## src/rtl/rtcfe_pkg.sv

```systemverilog
package rtcfe_pkg;

    typedef enum logic [1:0] {
        KS_LOCKED,
        KS_HALF,
        KS_OPEN
    } key_state_e;

    localparam logic [7:0] KEY_ARM  = 8'hCA;
    localparam logic [7:0] KEY_OPEN = 8'h53;
    localparam logic [7:0] KEY_SHUT = 8'hFF;

    localparam int REG_TIME  = 0;
    localparam int REG_DATE  = 1;
    localparam int REG_PRESC = 2;
    localparam int REG_CTRL  = 3;
    localparam int REG_STAT  = 4;
    localparam int REG_KEY   = 5;

    localparam int STAT_REQ_BIT  = 0;
    localparam int STAT_ACK_BIT  = 1;
    localparam int STAT_SYNC_BIT = 2;

endpackage

```

## src/rtl/rtcfe_keylock.sv

```systemverilog
module rtcfe_keylock
    import rtcfe_pkg::*;
(
    input  logic       clk,
    input  logic       rst_n,
    input  logic       key_wr_i,
    input  logic [7:0] key_val_i,
    output logic       unlocked_o
);

    key_state_e st_d, st_q;

    always_comb begin
        st_d = st_q;
        if (key_wr_i) begin
            if (key_val_i == KEY_ARM) begin
                st_d = KS_HALF;
            end else if (st_q == KS_HALF && key_val_i == KEY_OPEN) begin
                st_d = KS_OPEN;
            end else begin
                st_d = KS_LOCKED;
            end
        end
    end

    always_ff @(posedge clk or negedge rst_n) begin
        if (!rst_n) st_q <= KS_LOCKED;
        else        st_q <= st_d;
    end

    assign unlocked_o = (st_q == KS_OPEN);

    AST_UNLOCK_NEEDS_KEY: assert property (@(posedge clk) disable iff (!rst_n)
        $rose(unlocked_o) |-> $past(key_wr_i && key_val_i == KEY_OPEN));

    AST_SHUT_LOCKS: assert property (@(posedge clk) disable iff (!rst_n)
        (key_wr_i && key_val_i == KEY_SHUT) |=> !unlocked_o);

endmodule

```

## src/rtl/rtcfe_ack_delay.sv

```systemverilog
module rtcfe_ack_delay #(
    parameter int DEPTH = 2
) (
    input  logic clk,
    input  logic rst_n,
    input  logic req_i,
    output logic ack_o
);

    logic [DEPTH-1:0] sr_d, sr_q;

    always_comb begin
        sr_d[0] = req_i;
        for (int i = 1; i < DEPTH; i++) begin
            sr_d[i] = sr_q[i-1];
        end
    end

    always_ff @(posedge clk or negedge rst_n) begin
        if (!rst_n) sr_q <= '0;
        else        sr_q <= sr_d;
    end

    assign ack_o = sr_q[DEPTH-1];

endmodule

```

## src/rtl/rtcfe_shadow.sv

```systemverilog
module rtcfe_shadow #(
    parameter int TW    = 24,
    parameter int DTW   = 24,
    parameter int DEPTH = 2
) (
    input  logic           clk,
    input  logic           rst_n,
    input  logic           tick_i,
    input  logic [TW-1:0]  time_i,
    input  logic [DTW-1:0] date_i,
    input  logic           rd_time_i,
    input  logic           rd_date_i,
    input  logic           clr_sync_i,
    output logic [TW-1:0]  sh_time_o,
    output logic [DTW-1:0] sh_date_o,
    output logic           sync_o
);

    typedef struct packed {
        logic [TW-1:0]  sh_t;
        logic [DTW-1:0] sh_d;
        logic           sync;
        logic           frz;
    } shadow_s;

    shadow_s st_d, st_q;

    logic [DEPTH-1:0]           pv_d, pv_q;
    logic [DEPTH-1:0][TW-1:0]   pt_d, pt_q;
    logic [DEPTH-1:0][DTW-1:0]  pd_d, pd_q;
    logic                       refresh;

    always_comb begin
        pv_d[0] = tick_i;
        pt_d[0] = time_i;
        pd_d[0] = date_i;
        for (int i = 1; i < DEPTH; i++) begin
            pv_d[i] = pv_q[i-1];
            pt_d[i] = pt_q[i-1];
            pd_d[i] = pd_q[i-1];
        end

        refresh = pv_q[DEPTH-1] && !(st_q.frz || rd_time_i);

        st_d = st_q;
        if (refresh) begin
            st_d.sh_t = pt_q[DEPTH-1];
            st_d.sh_d = pd_q[DEPTH-1];
            st_d.sync = 1'b1;
        end else if (clr_sync_i) begin
            st_d.sync = 1'b0;
        end

        if (rd_time_i)      st_d.frz = 1'b1;
        else if (rd_date_i) st_d.frz = 1'b0;
    end

    always_ff @(posedge clk or negedge rst_n) begin
        if (!rst_n) begin
            st_q <= '0;
            pv_q <= '0;
            pt_q <= '0;
            pd_q <= '0;
        end else begin
            st_q <= st_d;
            pv_q <= pv_d;
            pt_q <= pt_d;
            pd_q <= pd_d;
        end
    end

    assign sh_time_o = st_q.sh_t;
    assign sh_date_o = st_q.sh_d;
    assign sync_o    = st_q.sync;

    AST_FROZEN_DATE_HELD: assert property (@(posedge clk) disable iff (!rst_n)
        st_q.frz |=> $stable(sh_date_o));

    AST_SYNC_FROM_PIPE: assert property (@(posedge clk) disable iff (!rst_n)
        $rose(sync_o) |-> $past(pv_q[DEPTH-1]));

endmodule

```

## src/rtl/rtc_reg_front.sv

```systemverilog
module rtc_reg_front
    import rtcfe_pkg::*;
#(
    parameter int          AW        = 3,
    parameter int          DW        = 32,
    parameter int          TW        = 24,
    parameter int          DTW       = 24,
    parameter int          CTRL_W    = 8,
    parameter int          SYNC_DLY  = 2,
    parameter logic [31:0] PRESC_RST = 32'h007F00FF
) (
    input  logic              clk,
    input  logic              rst_n,
    input  logic              bus_wr_i,
    input  logic              bus_rd_i,
    input  logic [AW-1:0]     bus_addr_i,
    input  logic [DW-1:0]     bus_wdata_i,
    output logic [DW-1:0]     bus_rdata_o,
    input  logic              core_tick_i,
    input  logic [TW-1:0]     core_time_i,
    input  logic [DTW-1:0]    core_date_i,
    output logic              core_hold_o,
    output logic              core_load_time_o,
    output logic              core_load_date_o,
    output logic [TW-1:0]     core_time_o,
    output logic [DTW-1:0]    core_date_o,
    output logic [DW-1:0]     presc_o,
    output logic [CTRL_W-1:0] ctrl_o
);

    localparam logic [AW-1:0] A_TIME  = AW'(REG_TIME);
    localparam logic [AW-1:0] A_DATE  = AW'(REG_DATE);
    localparam logic [AW-1:0] A_PRESC = AW'(REG_PRESC);
    localparam logic [AW-1:0] A_CTRL  = AW'(REG_CTRL);
    localparam logic [AW-1:0] A_STAT  = AW'(REG_STAT);
    localparam logic [AW-1:0] A_KEY   = AW'(REG_KEY);

    typedef struct packed {
        logic [CTRL_W-1:0] ctrl;
        logic [DW-1:0]     presc;
        logic [TW-1:0]     time_v;
        logic [DTW-1:0]    date_v;
        logic              ld_t;
        logic              ld_d;
        logic              req;
        logic [DW-1:0]     rdata;
    } front_s;

    front_s st_d, st_q;

    logic sel_time, sel_date, sel_presc, sel_ctrl, sel_stat, sel_key;
    logic unlocked, init_ack, sync;
    logic [TW-1:0]  sh_time;
    logic [DTW-1:0] sh_date;

    assign sel_time  = (bus_addr_i == A_TIME);
    assign sel_date  = (bus_addr_i == A_DATE);
    assign sel_presc = (bus_addr_i == A_PRESC);
    assign sel_ctrl  = (bus_addr_i == A_CTRL);
    assign sel_stat  = (bus_addr_i == A_STAT);
    assign sel_key   = (bus_addr_i == A_KEY);

    rtcfe_keylock u_key (
        .clk        (clk),
        .rst_n      (rst_n),
        .key_wr_i   (bus_wr_i && sel_key),
        .key_val_i  (bus_wdata_i[7:0]),
        .unlocked_o (unlocked)
    );

    rtcfe_ack_delay #(.DEPTH(SYNC_DLY)) u_ack (
        .clk   (clk),
        .rst_n (rst_n),
        .req_i (st_q.req),
        .ack_o (init_ack)
    );

    rtcfe_shadow #(.TW(TW), .DTW(DTW), .DEPTH(SYNC_DLY)) u_shadow (
        .clk        (clk),
        .rst_n      (rst_n),
        .tick_i     (core_tick_i),
        .time_i     (core_time_i),
        .date_i     (core_date_i),
        .rd_time_i  (bus_rd_i && sel_time),
        .rd_date_i  (bus_rd_i && sel_date),
        .clr_sync_i (bus_wr_i && sel_stat && !bus_wdata_i[STAT_SYNC_BIT]),
        .sh_time_o  (sh_time),
        .sh_date_o  (sh_date),
        .sync_o     (sync)
    );

    always_comb begin
        st_d      = st_q;
        st_d.ld_t = 1'b0;
        st_d.ld_d = 1'b0;

        if (bus_rd_i) begin
            st_d.rdata = '0;
            if (sel_time)  st_d.rdata = DW'(sh_time);
            if (sel_date)  st_d.rdata = DW'(sh_date);
            if (sel_presc) st_d.rdata = st_q.presc;
            if (sel_ctrl)  st_d.rdata = DW'(st_q.ctrl);
            if (sel_stat) begin
                st_d.rdata[STAT_REQ_BIT]  = st_q.req;
                st_d.rdata[STAT_ACK_BIT]  = init_ack;
                st_d.rdata[STAT_SYNC_BIT] = sync;
            end
        end

        if (bus_wr_i && unlocked) begin
            if (sel_ctrl) st_d.ctrl = bus_wdata_i[CTRL_W-1:0];
            if (sel_stat) st_d.req  = bus_wdata_i[STAT_REQ_BIT];
            if (init_ack) begin
                if (sel_time) begin
                    st_d.time_v = bus_wdata_i[TW-1:0];
                    st_d.ld_t   = 1'b1;
                end
                if (sel_date) begin
                    st_d.date_v = bus_wdata_i[DTW-1:0];
                    st_d.ld_d   = 1'b1;
                end
                if (sel_presc) st_d.presc = bus_wdata_i;
            end
        end
    end

    always_ff @(posedge clk or negedge rst_n) begin
        if (!rst_n) begin
            st_q       <= '0;
            st_q.presc <= DW'(PRESC_RST);
        end else begin
            st_q <= st_d;
        end
    end

    assign bus_rdata_o      = st_q.rdata;
    assign core_hold_o      = init_ack;
    assign core_load_time_o = st_q.ld_t;
    assign core_load_date_o = st_q.ld_d;
    assign core_time_o      = st_q.time_v;
    assign core_date_o      = st_q.date_v;
    assign presc_o          = st_q.presc;
    assign ctrl_o           = st_q.ctrl;

    AST_LOCKED_CTRL_KEPT: assert property (@(posedge clk) disable iff (!rst_n)
        (bus_wr_i && sel_ctrl && !unlocked) |=> $stable(ctrl_o));

    AST_LOAD_NEEDS_ACK: assert property (@(posedge clk) disable iff (!rst_n)
        (bus_wr_i && sel_time && !(unlocked && core_hold_o)) |=> !core_load_time_o);

    AST_PRESC_NEEDS_ACK: assert property (@(posedge clk) disable iff (!rst_n)
        !core_hold_o |=> $stable(presc_o));

endmodule

```

## config.mk

```make
export PLATFORM = sky130hd
export DESIGN_NAME = rtc_reg_front
export DESIGN_NICKNAME = d
export VERILOG_FILES = /design/src/rtl/rtcfe_pkg.sv /design/src/rtl/rtcfe_keylock.sv /design/src/rtl/rtcfe_ack_delay.sv /design/src/rtl/rtcfe_shadow.sv /design/src/rtl/rtc_reg_front.sv
export SDC_FILE = /design/constraint.sdc
export NUM_CORES = 1
export LEC_CHECK = 0
export CELL_PAD_IN_SITES_DETAIL_PLACEMENT = 1
export CELL_PAD_IN_SITES_GLOBAL_PLACEMENT = 1
export CORE_MARGIN = 4
export CORE_UTILIZATION = 45
export DETAILED_ROUTE_END_ITERATION = 12
export GPL_TIMING_DRIVEN = 0
export HOLD_SLACK_MARGIN = 0.06
export PLACE_DENSITY = 0.82
export SLEW_MARGIN = 20
export SYNTH_ARGS = -nofsm -noshare
export SYNTH_HDL_FRONTEND = slang
export SYNTH_SLANG_ARGS = --single-unit
```

## constraint.sdc

```tcl
create_clock -name clk -period 5.2 [get_ports clk]
set_input_delay 1.04 -clock clk [delete_from_list [all_inputs] [get_ports clk]]
set_output_delay 1.04 -clock clk [all_outputs]
set_load 0.01 [all_outputs]
```

==> out/qor.yml <==
critical_path:
  cp-start-kind: "input port"
  critPathCapture: "core_date_o[9]"
  rr_worst_depth: 4
  crit_family: "buffers and inverters"
  cp_slowest_cell: "nor4_4"
  worst_setup_path_end_kind: "register"
  r2r-start: "u_key.st_q[0]"
  r2r_slack_ns: 2.93
  path_cells: "clkdlybuf4s50_1 -> buf_4 -> inv_2 -> nor4_4 -> buf_6 -> mux2_2"
  slowest_delay_ns: 0.69
  r2r_end: "core_time_o[5]"
  cp.arrival_ns: 3.33
  path_max_fanout: 10
  critical_path_depth: 6
  critical_path_required_ns: 5.63
  cp_num_buf_inv: 4
  path_class: "in2reg"
  cp-startpoint: "bus_addr_i[0]"
sta:
  finalHoldViolations: 0
  max_freq_mhz: 345
  finalClockSkew_ns: 0.0224
  timing.slew.headroom_pct: 50.6
  tns_ns: 0
  fin_ws_ns: 2.30
  finalSetupViolations: 0
  rsz0062_at_grt: "false"
  final_max_slew_viol_count: 0
  post-route-period-util_pct: 55.7
  worstMarginPinSlew_ns: 0.736
  fin_crit_ns: 2.90
global_route:
  grt_usage_pct: 22.2
  grt_overflow: 0
  grt_pass1_wl_mm: 41.1
  use_met3_pct: 4.87
  antenna_found_initial: 2
  use_met2_pct: 39.4
  grt_start_max_net_pins: 102
  grt_pass1_vias: 6877
  top_usage_layer: "met2"
  grt_util_met1_pct: 27.5
cells_and_area:
  fin_util_pct: 62.6
  nets: 922
  area_delta_synth_final_pct: 35.9
  diodes: 0
  multi_input_area_mm2: 0.00257
  ff_latch_area_mm2: 0.00690
  layout-drive-gt1-share_pct: 28.1
  fill_cells: 1896
  final_cell_count_no_fill: 1132
synthesis:
  synth_seq_area_share_pct: 70.8
  synth_edf_count: 0
  synthCells: 592
  async_flop_share_pct: 100
  synth_top_area_cell: "dfrtp_1"
  synth.area.top_cells: "dfrtp_1, mux2_2, dfstp_2, a22oi_1, inv_1"
  ys_ff_latch: 275
  synth_flop_cell: "dfrtp_1"
  synth_cell_type_count: 38
  synth.top_cells.by_count: "dfrtp_1, mux2_2, inv_1"
  syn-cell-area_mm2: 0.00974
  synth_top_area_share_pct: 66.8
  synth.most_common_cell: "dfrtp_1"
  ys_warn_count: 0
  syn_nets: 680
  synth.avg_cell_area_um2: 16.5
power:
  peakVddDrop_mv: 0.252
  p_int_w: 0.00379
  power-per-cell-area_mw_per_mm2: 370
  p_seq_share_pct: 48.2
  p_clk_share_pct: 43.8
  leakage_nw: 5.80
  swShare_pct: 22.6
  finalPower_w: 0.00489
  switchingPower_w: 0.00111
  p_comb_share_pct: 8.0
floorplanning:
  start_util_pct: 46.1
  die_h_um: 155
  ios: 211
  num_rows: 53
  die_w_um: 155
  dieArea_mm2: 0.0241
  core_area_mm2: 0.0212
clocking:
  htreeDepth: 1
  clockRootBuffer: "clkbuf_16"
  clk_pin_slew_ns: 0.06
  numCtsBuffers: 29
  insertion_delay_ns: 0.56
  cts_hold_buf: 0
  clk_path_buf_depth: 3
  post_cts_buffers: 0
  post_cts_resized: 0
  cts_tree: "yes"
  numClockSinks: 275
placement:
  gp_congestion: 0.803
  io_buffers: 209
  dp_hpwl_mm: 18.5
  placedCellCount: 1078
  dp_slack_ns: 1.77
detailed_routing:
  drc: 0
  drt_iter0_drc: 256
  viasPerCell: 5.17
  finalWirelength_mm: 26.6
  postRouteAntennaNets: 0
  vias: 5853
  drtPass1Iterations: 4
  wl_per_cell_um: 23.5
hold_path:
  worstHoldPathType: "reg2reg"
  min-delay-start: "u_shadow.pd_d[39]"
status:
  status: "finished clean"
flow_run:
  drv_cap: 0
-- worst reg2reg max path, delay by kind of cell (launching register included) --
kind,cells,cell delay (ns)
and+or+nand+nor,2,1.01
DFF,1,0.39
buffers and inverters,1,0.38
muxes,1,0.39
-- area by class of cell --
cell class | instances | area share (%)
plain buffers | 26 | 1.27
clock buffers | 40 | 5.79
clock inverters | 14 | 1.78
inverters | 28 | 0.794
multi-input cells | 263 | 19.4
flip-flops and latches | 275 | 52.1
well taps | 275 | 2.60
repair buffers | 211 | 16.3
-- registers in the layout (all words and copies together), names as in the netlist, 2 cells and up --
| name | cells |
|---|---|
| u_shadow.pt_d | 24 |
| u_ack.sr_q | 2 |
| u_shadow.pt_q | 24 |
| u_shadow.pv_q | 2 |
| u_shadow.pd_d | 24 |
| core_time_o | 24 |
| u_shadow.sh_time_o | 24 |
| core_date_o | 24 |
| u_shadow.sh_date_o | 24 |
| presc_o | 32 |
| bus_rdata_o | 32 |
| ctrl_o | 8 |
| u_shadow.pd_q | 24 |
| u_key.st_q | 2 |
-- worst min-delay path by stage --
stage,end,cells after the start
final,u_shadow.pd_q[39],0
after CTS,u_shadow.pd_q[44],0
after floorplan,u_ack.sr_q[1],0
after global placement,u_ack.sr_q[1],0
after global routing,u_shadow.pd_q[44],0
after detailed placement,u_shadow.pd_q[46],0
-- power groups by stage --
stage | clock (W) | combinational, W | sequential, W
6_report | 0.00214 | 0.000392 | 0.00236
5_1_grt | 0.00229 | 0.000426 | 0.00237
4_1_cts | 0.00219 | 0.000401 | 0.00236
3_5_place_dp | 0 | 0.000394 | 0.00239
3_3_place_gp | 0 | 0.000367 | 0.00238
2_1_floorplan | 0 | 0.000174 | 0.00237
-- cells by family (layout without fill, tap and decap cells) --
kind of cell / after synthesis / after routing / share of synthesized area [%]
simple gates: 37 / 37 / 2.97
flops: 275 / 275 / 70.8
compound gates: 60 / 60 / 3.94
mux: 166 / 166 / 19.5
buf+inv: 54 / 319 / 2.80
-- through the flow --
step,instance area (um^2),hold WS [ns]
detailed placement,12200,0.336
floorplan,9740,0.331
global placement,12200,0.332
CTS,13200,0.344
finish,13200,0.343
global route,13200,0.347
-- placed cells by master (no fill, tap or decap), types with 3 or more instances in the layout --
cell type,instances
dfrtp_1,260
clkdlybuf4s50_1,208
mux2_2,150
clkbuf_16,29
inv_1,27
a22oi_1,24
clkbuf_1,18
o21ai_0,17
dfstp_2,15
o22ai_1,13
nand2_1,10
buf_2,8
mux2_1,8
buf_6,6
mux2i_1,5
bufinv_16,5
buf_4,4
mux4_2,3
nor2_1,3
a21oi_1,3
clkinv_4,3
clkinvlp_4,3
-- layer usage --
| metal | wire (um) | vias to the layer above |
|---|---|---|
| li1 | - | 2567 |
| met1 | 10600 | 3068 |
| met2 | 13900 | 172 |
| met3 | 1420 | 42 |
| met4 | 592 | 4 |
| met5 | 20 | - |
Power figures use the tool's default switching activity.
